### config.mk
export PLATFORM = sky130hd
export DESIGN_NAME = core_pwr_seq
export DESIGN_NICKNAME = d
export VERILOG_FILES = /design/src/rtl/pwr_pkg.sv /design/src/rtl/pwr_wake_qual.sv /design/src/rtl/pwr_state_fsm.sv /design/src/rtl/pwr_clk_ctrl.sv /design/src/rtl/core_pwr_seq.sv
export SDC_FILE = /design/constraint.sdc
export NUM_CORES = 1
export LEC_CHECK = 0
export CELL_PAD_IN_SITES_DETAIL_PLACEMENT = 1
export CELL_PAD_IN_SITES_GLOBAL_PLACEMENT = 1
export CORE_MARGIN = 2
export CORE_UTILIZATION = 16
export DETAILED_ROUTE_END_ITERATION = 12
export PLACE_DENSITY = 0.84
export SLEW_MARGIN = 10
export SYNTH_ARGS = -nofsm -noshare
export SYNTH_HDL_FRONTEND = slang
export SYNTH_SLANG_ARGS = --single-unit
### constraint.sdc
create_clock -name clk -period 2 [get_ports clk]
set_clock_uncertainty 0.15 [all_clocks]
set_input_delay 0.4 -clock clk [delete_from_list [all_inputs] [get_ports clk]]
set_output_delay 0.4 -clock clk [all_outputs]
set_load 0.1 [all_outputs]
### src/rtl/pwr_pkg.sv
// Shared types of the core power state controller.
// Assumes: nothing beyond a 2-bit state encoding.
package pwr_pkg;
    typedef enum logic [1:0] {
        PS_ACTIVE  = 2'd0,
        PS_DRAIN   = 2'd1,
        PS_HALTED  = 2'd2,
        PS_STOPPED = 2'd3
    } pwr_state_e;
endpackage

### src/rtl/pwr_wake_qual.sv
// Merges the wake sources into a single qualified wake level.
// A time-base interrupt only counts when the time base runs on its
// independent clock. Assumes all sources are synchronous levels.
module pwr_wake_qual #(
    parameter int NUM_WAKE = 4
) (
    input  logic [NUM_WAKE-1:0] wake_evt,
    input  logic                tb_irq,
    input  logic                tb_ext_clk,
    output logic                wake_ok
);
    logic tb_wake;

    // Time-base interrupt is trusted only from the independent source.
    always_comb begin
        tb_wake = tb_irq & tb_ext_clk;
    end

    // Any general event or a qualified time-base interrupt wakes the core.
    always_comb begin
        wake_ok = (|wake_evt) | tb_wake;
    end
endmodule

### src/rtl/pwr_state_fsm.sv
// Power state sequencer: active -> drain -> halted -> stopped and back.
// Assumes synchronous inputs and a free-running controller clock.
module pwr_state_fsm
    import pwr_pkg::*;
(
    input  logic       clk,
    input  logic       rst_n,
    input  logic       halt_req,
    input  logic       stop_req,
    input  logic       clk_valid,
    input  logic       bus_idle,
    input  logic       bufs_empty,
    input  logic       wake_ok,
    output pwr_state_e state
);
    pwr_state_e state_nxt;
    logic       drained;

    // Drain is complete when the bus and both buffers are quiet.
    always_comb begin
        drained = bus_idle & bufs_empty;
    end

    // Next-state decision for each power state.
    always_comb begin
        state_nxt = state;
        unique case (state)
            PS_ACTIVE: begin
                if (halt_req) state_nxt = drained ? PS_HALTED : PS_DRAIN;
            end
            PS_DRAIN: begin
                if (!halt_req)    state_nxt = PS_ACTIVE;
                else if (drained) state_nxt = PS_HALTED;
            end
            PS_HALTED: begin
                if (!halt_req || wake_ok) state_nxt = PS_ACTIVE;
                else if (stop_req)        state_nxt = PS_STOPPED;
            end
            PS_STOPPED: begin
                if (clk_valid && (!stop_req || !halt_req || wake_ok))
                    state_nxt = PS_HALTED;
            end
            default: state_nxt = PS_ACTIVE;
        endcase
    end

    // State register with synchronous active-low reset to active.
    always_ff @(posedge clk) begin
        if (!rst_n) state <= PS_ACTIVE;
        else        state <= state_nxt;
    end
endmodule

### src/rtl/pwr_clk_ctrl.sv
// Decodes the power state into clock enables and status outputs.
// HALT_KEEP selects the units that keep their clock in the halted state.
// Assumes the state input comes straight from a register.
module pwr_clk_ctrl
    import pwr_pkg::*;
#(
    parameter int                   NUM_UNITS = 8,
    parameter logic [NUM_UNITS-1:0] HALT_KEEP = 8'h01
) (
    input  pwr_state_e           state,
    input  logic                 tb_disable,
    output logic [NUM_UNITS-1:0] unit_clk_en,
    output logic                 tb_clk_en,
    output logic                 halted,
    output logic                 stopped
);
    // Per-unit enable: each bit chooses its halted behaviour from the mask.
    for (genvar u = 0; u < NUM_UNITS; u++) begin : g_unit
        always_comb begin
            unique case (state)
                PS_HALTED:  unit_clk_en[u] = HALT_KEEP[u];
                PS_STOPPED: unit_clk_en[u] = 1'b0;
                default:    unit_clk_en[u] = 1'b1;
            endcase
        end
    end

    // Status flags and the time-base gate, honoured only when stopped.
    always_comb begin
        halted    = (state == PS_HALTED);
        stopped   = (state == PS_STOPPED);
        tb_clk_en = !((state == PS_STOPPED) && tb_disable);
    end
endmodule

### src/rtl/core_pwr_seq.sv
// Top of the core power state controller. Wires wake qualification,
// the state sequencer and the clock-enable decoder together.
// Assumes all inputs are synchronous to clk; wakes are held levels.
module core_pwr_seq
    import pwr_pkg::*;
#(
    parameter int                   NUM_UNITS = 8,
    parameter int                   NUM_WAKE  = 4,
    parameter logic [NUM_UNITS-1:0] HALT_KEEP = 8'h01
) (
    input  logic                 clk,
    input  logic                 rst_n,
    input  logic                 halt_req,
    input  logic                 stop_req,
    input  logic                 tb_disable,
    input  logic                 tb_ext_clk,
    input  logic                 clk_valid,
    input  logic                 bus_idle,
    input  logic                 bufs_empty,
    input  logic [NUM_WAKE-1:0]  wake_evt,
    input  logic                 tb_irq,
    output logic [NUM_UNITS-1:0] unit_clk_en,
    output logic                 tb_clk_en,
    output logic                 halted,
    output logic                 stopped
);
    logic       wake_ok;
    pwr_state_e state;

    pwr_wake_qual #(.NUM_WAKE(NUM_WAKE)) u_wake (
        .wake_evt   (wake_evt),
        .tb_irq     (tb_irq),
        .tb_ext_clk (tb_ext_clk),
        .wake_ok    (wake_ok)
    );

    pwr_state_fsm u_fsm (
        .clk        (clk),
        .rst_n      (rst_n),
        .halt_req   (halt_req),
        .stop_req   (stop_req),
        .clk_valid  (clk_valid),
        .bus_idle   (bus_idle),
        .bufs_empty (bufs_empty),
        .wake_ok    (wake_ok),
        .state      (state)
    );

    pwr_clk_ctrl #(.NUM_UNITS(NUM_UNITS), .HALT_KEEP(HALT_KEEP)) u_clk (
        .state       (state),
        .tb_disable  (tb_disable),
        .unit_clk_en (unit_clk_en),
        .tb_clk_en   (tb_clk_en),
        .halted      (halted),
        .stopped     (stopped)
    );
endmodule

[Word level (Yosys, flattened, before mapping)]
Index checks and enable logic that the tools add are counted.
Storage, ports and cells
  output and inout bits: 11
  flip-flop bits (word level): 2
Cells by class
  bitwise gates (word level): 3
  reductions and logical operators: 12
  equal/unequal tests: 7
  mux-type cells: 10
Operator list (count)
  two-way mux 2 bit: 7
  one-hot mux 2 bit (4 select lines): 1
  inequality test 3 x 2 -> 1 bit, second input constant: 2
  == test 2 bit, second input constant: 2
  AND reduction 4 bit: 1
  OR reduction 4 bit: 1
  logical NOT 1 bit: 3
  logical OR 1 bit: 3
  AND 1 bit: 2
  == test 2 x 1 -> 1 bit, second input constant: 1
  logical AND 1 bit: 2
  logical NOT 2 bit: 1
  two-way mux 1 bit: 2
  inequality test 2 x 1 -> 1 bit, second input constant: 1
  inequality test 2 bit, second input constant: 1
  OR reduction 2 bit: 1
  OR 1 bit: 1

[Depth between registers and ports, before layout]
  word-level depth: 6
  gate-level depth with buffers: 3
  mapped depth without buffers: 3

[By module]
Synthesis repeated with hierarchy kept, for this count alone.
Second synthesis, totals
  cells, all modules: 26
  area, all modules: 187.7 um^2
Modules (own cells, without submodules)
  pwr_state_fsm: instances 1, area each 103.8 um^2, cells an instance 12
  pwr_clk_ctrl: instances 1, area each 70.1 um^2, cells an instance 11
  pwr_wake_qual: instances 1, area each 13.8 um^2, cells an instance 3

[Worst setup path after synthesis]
Ideal clock, no wire load.
  path type: reg2out
  from: register u_fsm.state[1]
  to: output tb_clk_en
  data required time: 1.450 ns
  cell stages (with the launch flop): 4
  arrival: 2.664 ns
  path buffers: 0
  slack: -1.214 ns
  cells stage by stage: dfxtp_1 -> nand2_1 -> inv_1 -> nand2_1
On the way
  word-level cells in the longest chain between the ends: 3
RTL lines
  from (decl): RTL line pwr_state_fsm.sv:14  | output pwr_state_e state
  from (signal assigned): RTL line pwr_state_fsm.sv:50  | else state <= state_nxt;
  == test 2 bit
  via stopped: RTL line core_pwr_seq.sv:25  | output logic stopped
  logical AND 1 bit: RTL line pwr_clk_ctrl.sv:32  | tb_clk_en = !((state == PS_STOPPED) && tb_disable);
  logical NOT 1 bit: RTL line pwr_clk_ctrl.sv:32
  to (decl): RTL line core_pwr_seq.sv:23  | output logic tb_clk_en,
The timed path passes the listed nets, and every way through them passes these cells.

[Worst setup path after layout]
  from: register u_fsm.state[1]
  to: output unit_clk_en[2]
On the way
  word-level cells in the longest chain between the ends: 3
  elaborated cells between the ends (all ways): 4
RTL lines
  == test 2 bit: RTL line pwr_clk_ctrl.sv:20  | unique case (state)
  OR reduction 2 bit (no source line) *
  two-way mux 1 bit *: RTL line pwr_clk_ctrl.sv:20
  to (decl): RTL line core_pwr_seq.sv:22  | output logic [NUM_UNITS-1:0] unit_clk_en,
Mark *: on every way between the ends. The rest lies on a longest branch, timed or not.

==> results.yml <==
status:
  status: "finished, final reports clean"
final_layout:
  drive_gt1_share_pct: 44.7
  fin_nets: 63
  syn2layout_area_growth_pct: 173
  insertedDiodeCount: 0
  largest_reg_flops: 2
  top_register: "u_fsm.state"
  reg_top3: "u_fsm.state x2"
  stdcell_count: 62
  final_area_um2: 573
synth:
  post_synth.cell_area_avg_um2: 8.08
  yosysMostFrequentCell: "buf_4"
  async_flop_share_pct: 0
  ys_warn_count: 0
  synth_area_leaders: "buf_4 (21%), dfxtp_1 (19%), a211oi_2 (6.0%)"
  synth-edff-count: 0
  ys.flop_type: "dfxtp_1"
  yosysTopAreaCellShare_pct: 21.4
  synth_nets: 40
  syn_area_um2: 210
  synth_top_area_cell: "buf_4"
  synth.top_cells.by_count: "buf_4 (6), inv_1 (3), nand2_1 (3)"
  synthCells: 26
  ys_ff_latch: 2
  synth_cell_types: 16
  ys_seq_area_share_pct: 19.0
sta:
  setup_viol: 0
  tns_ps: 0
  relSlewSlack_pct: 61.3
  rsz0062_at_grt: "no"
  holdWs_ps: 455
  tightest_slew_ps: 580
  fin_crit_sh_pct: 92.0
  slew_violations: 0
  finalCriticalPeriod_ps: 1840
  fin_ws_ps: 160
  hold_viol: 0
  fmax_mhz: 544
floorplan:
  die_y_um: 40.2
  io_pins: 25
  coreArea_um2: 1270
  start_util_pct: 16.6
  die-area_um2: 1620
  num_rows: 13
  fp.dieW_um: 40.2
drt:
  drtIter0Drc: 1
  dr.pass1.iters: 2
  postRouteAntennaNets: 0
  wl_per_cell_um: 10.6
  drc: 0
  routed-via-count: 268
  via_per_inst: 4.32
  wl_um: 659
cts:
  cts-root-buf: "clkbuf_4"
  cts.clk_slew.worst_paths_ps: 30
  clk_latency_ps: 220
  cts-resized-gates: 0
  clk_path_buf_depth: 2
  hold_buffers: 0
  cts_setup_buffers: 0
  cts_tree: "yes"
  htreeDepth: 1
  cts_buffers: 3
  cts_sinks: 2
placement:
  hpwl_um: 590
  place_ws_ps: 159
  dp_cells: 59
  place_congestion: 0.709
  place_area_um2: 551
  portBuffers: 24
power_and_ir_drop:
  p_int_uw: 177
  p_seq_share_pct: 16.3
  p_leak_uw: 0.000241
  irDropWorstVdd_v: 0.000240
  p_clk_share_pct: 29.3
  p_switching_uw: 121
  p_per_area_nw_per_um2: 520
  p_comb_share_pct: 54.4
  swShare_pct: 40.6
global_routing:
  antenna_found_initial: 0
  grt_use_total_pct: 11.5
  grt_max_degree: 8
  grt_pass1_wl_um: 1210
  grt_pass1_vias: 298
  grt_overflow_total: 0
critical_path:
  crit_fanout: 7
  path_class: "flop to output port"
  end_kind: "output port"
  critPathArrivalTime_ps: 1290
  ff2ff_setup_slack_ps: 740
  cp-start-kind: "flop"
  required_ps: 1450
job:
  drv_cap: 0
min_path:
  hold_class: "flop to flop"
## power by group through the flow
stage,Sequential (uW),Clock [uW],Combinational (uW)
finish,48.5,87.3,162
global route,49.3,94.7,169
CTS,48.4,94.3,164
detailed placement,48.9,0,163
global placement,49.3,0,162
floorplan,47.8,0,97.7
## layer usage
metal	global-route usage, %	wire length (um)
met2	19.8	377
met4	10.0	0
met3	2.22	50
met5	0	0
met1	11.8	231
## through the flow
step	total power [uW]	util (%)
after floorplan	145	-
after global placement	211	43.4
after detailed placement	212	43.4
after CTS	306	45.2
after global routing	313	45.2
final	298	45.2
## cells in the final DEF (no fill, tap or decap)
master,count
clkdlybuf4s50_1,13
buf_12,11
clkbuf_4,3
inv_1,2
dfxtp_1,2
nand2_2,1
clkinvlp_4,1
nor2b_2,1
nand2_4,1
nor4_2,1
a21boi_2,1
nand2_1,1
and3_1,1
o21ai_0,1
a21oi_1,1
o2111ai_1,1
and2b_1,1
o32a_1,1
o31ai_1,1
and4b_1,1
a211oi_2,1
## area by class of cell
cell class                      count  area [um^2]
Clock buffer                        3         22.5
Inverter                            3         15.0
Timing Repair Buffer               24          350
Fill cell                         138          696
Multi-Input combinational cell     15          126
Tap cell                           15         18.8
Sequential cell                     2         40.0
## worst max-delay path, stage by stage, from the launching register on
cell and delay (ps):
dfxtp_1 350, inv_1 460, buf_12 250
## final timing paths
check / startpoint / end / depth (start not counted)
setup reg to reg: u_fsm.state[1]$_SDFFE_PN0P_ / u_fsm.state[0]$_SDFFE_PN0P_ / 3
hold reg to reg: u_fsm.state[1]$_SDFFE_PN0P_ / u_fsm.state[0]$_SDFFE_PN0P_ / 2
setup / recovery: u_fsm.state[1]$_SDFFE_PN0P_ / unit_clk_en[2] / 2
hold / removal: u_fsm.state[1]$_SDFFE_PN0P_ / u_fsm.state[0]$_SDFFE_PN0P_ / 2
## kinds of logic after synthesis
family	after synthesis	synth area share, %
buffers and inverters	9	26.8
AND/OR/NAND/NOR	8	25.6
AO/OA/AOI/OAI	7	28.6
flip-flops	2	19.0
Power figures use the tool's default switching activity.
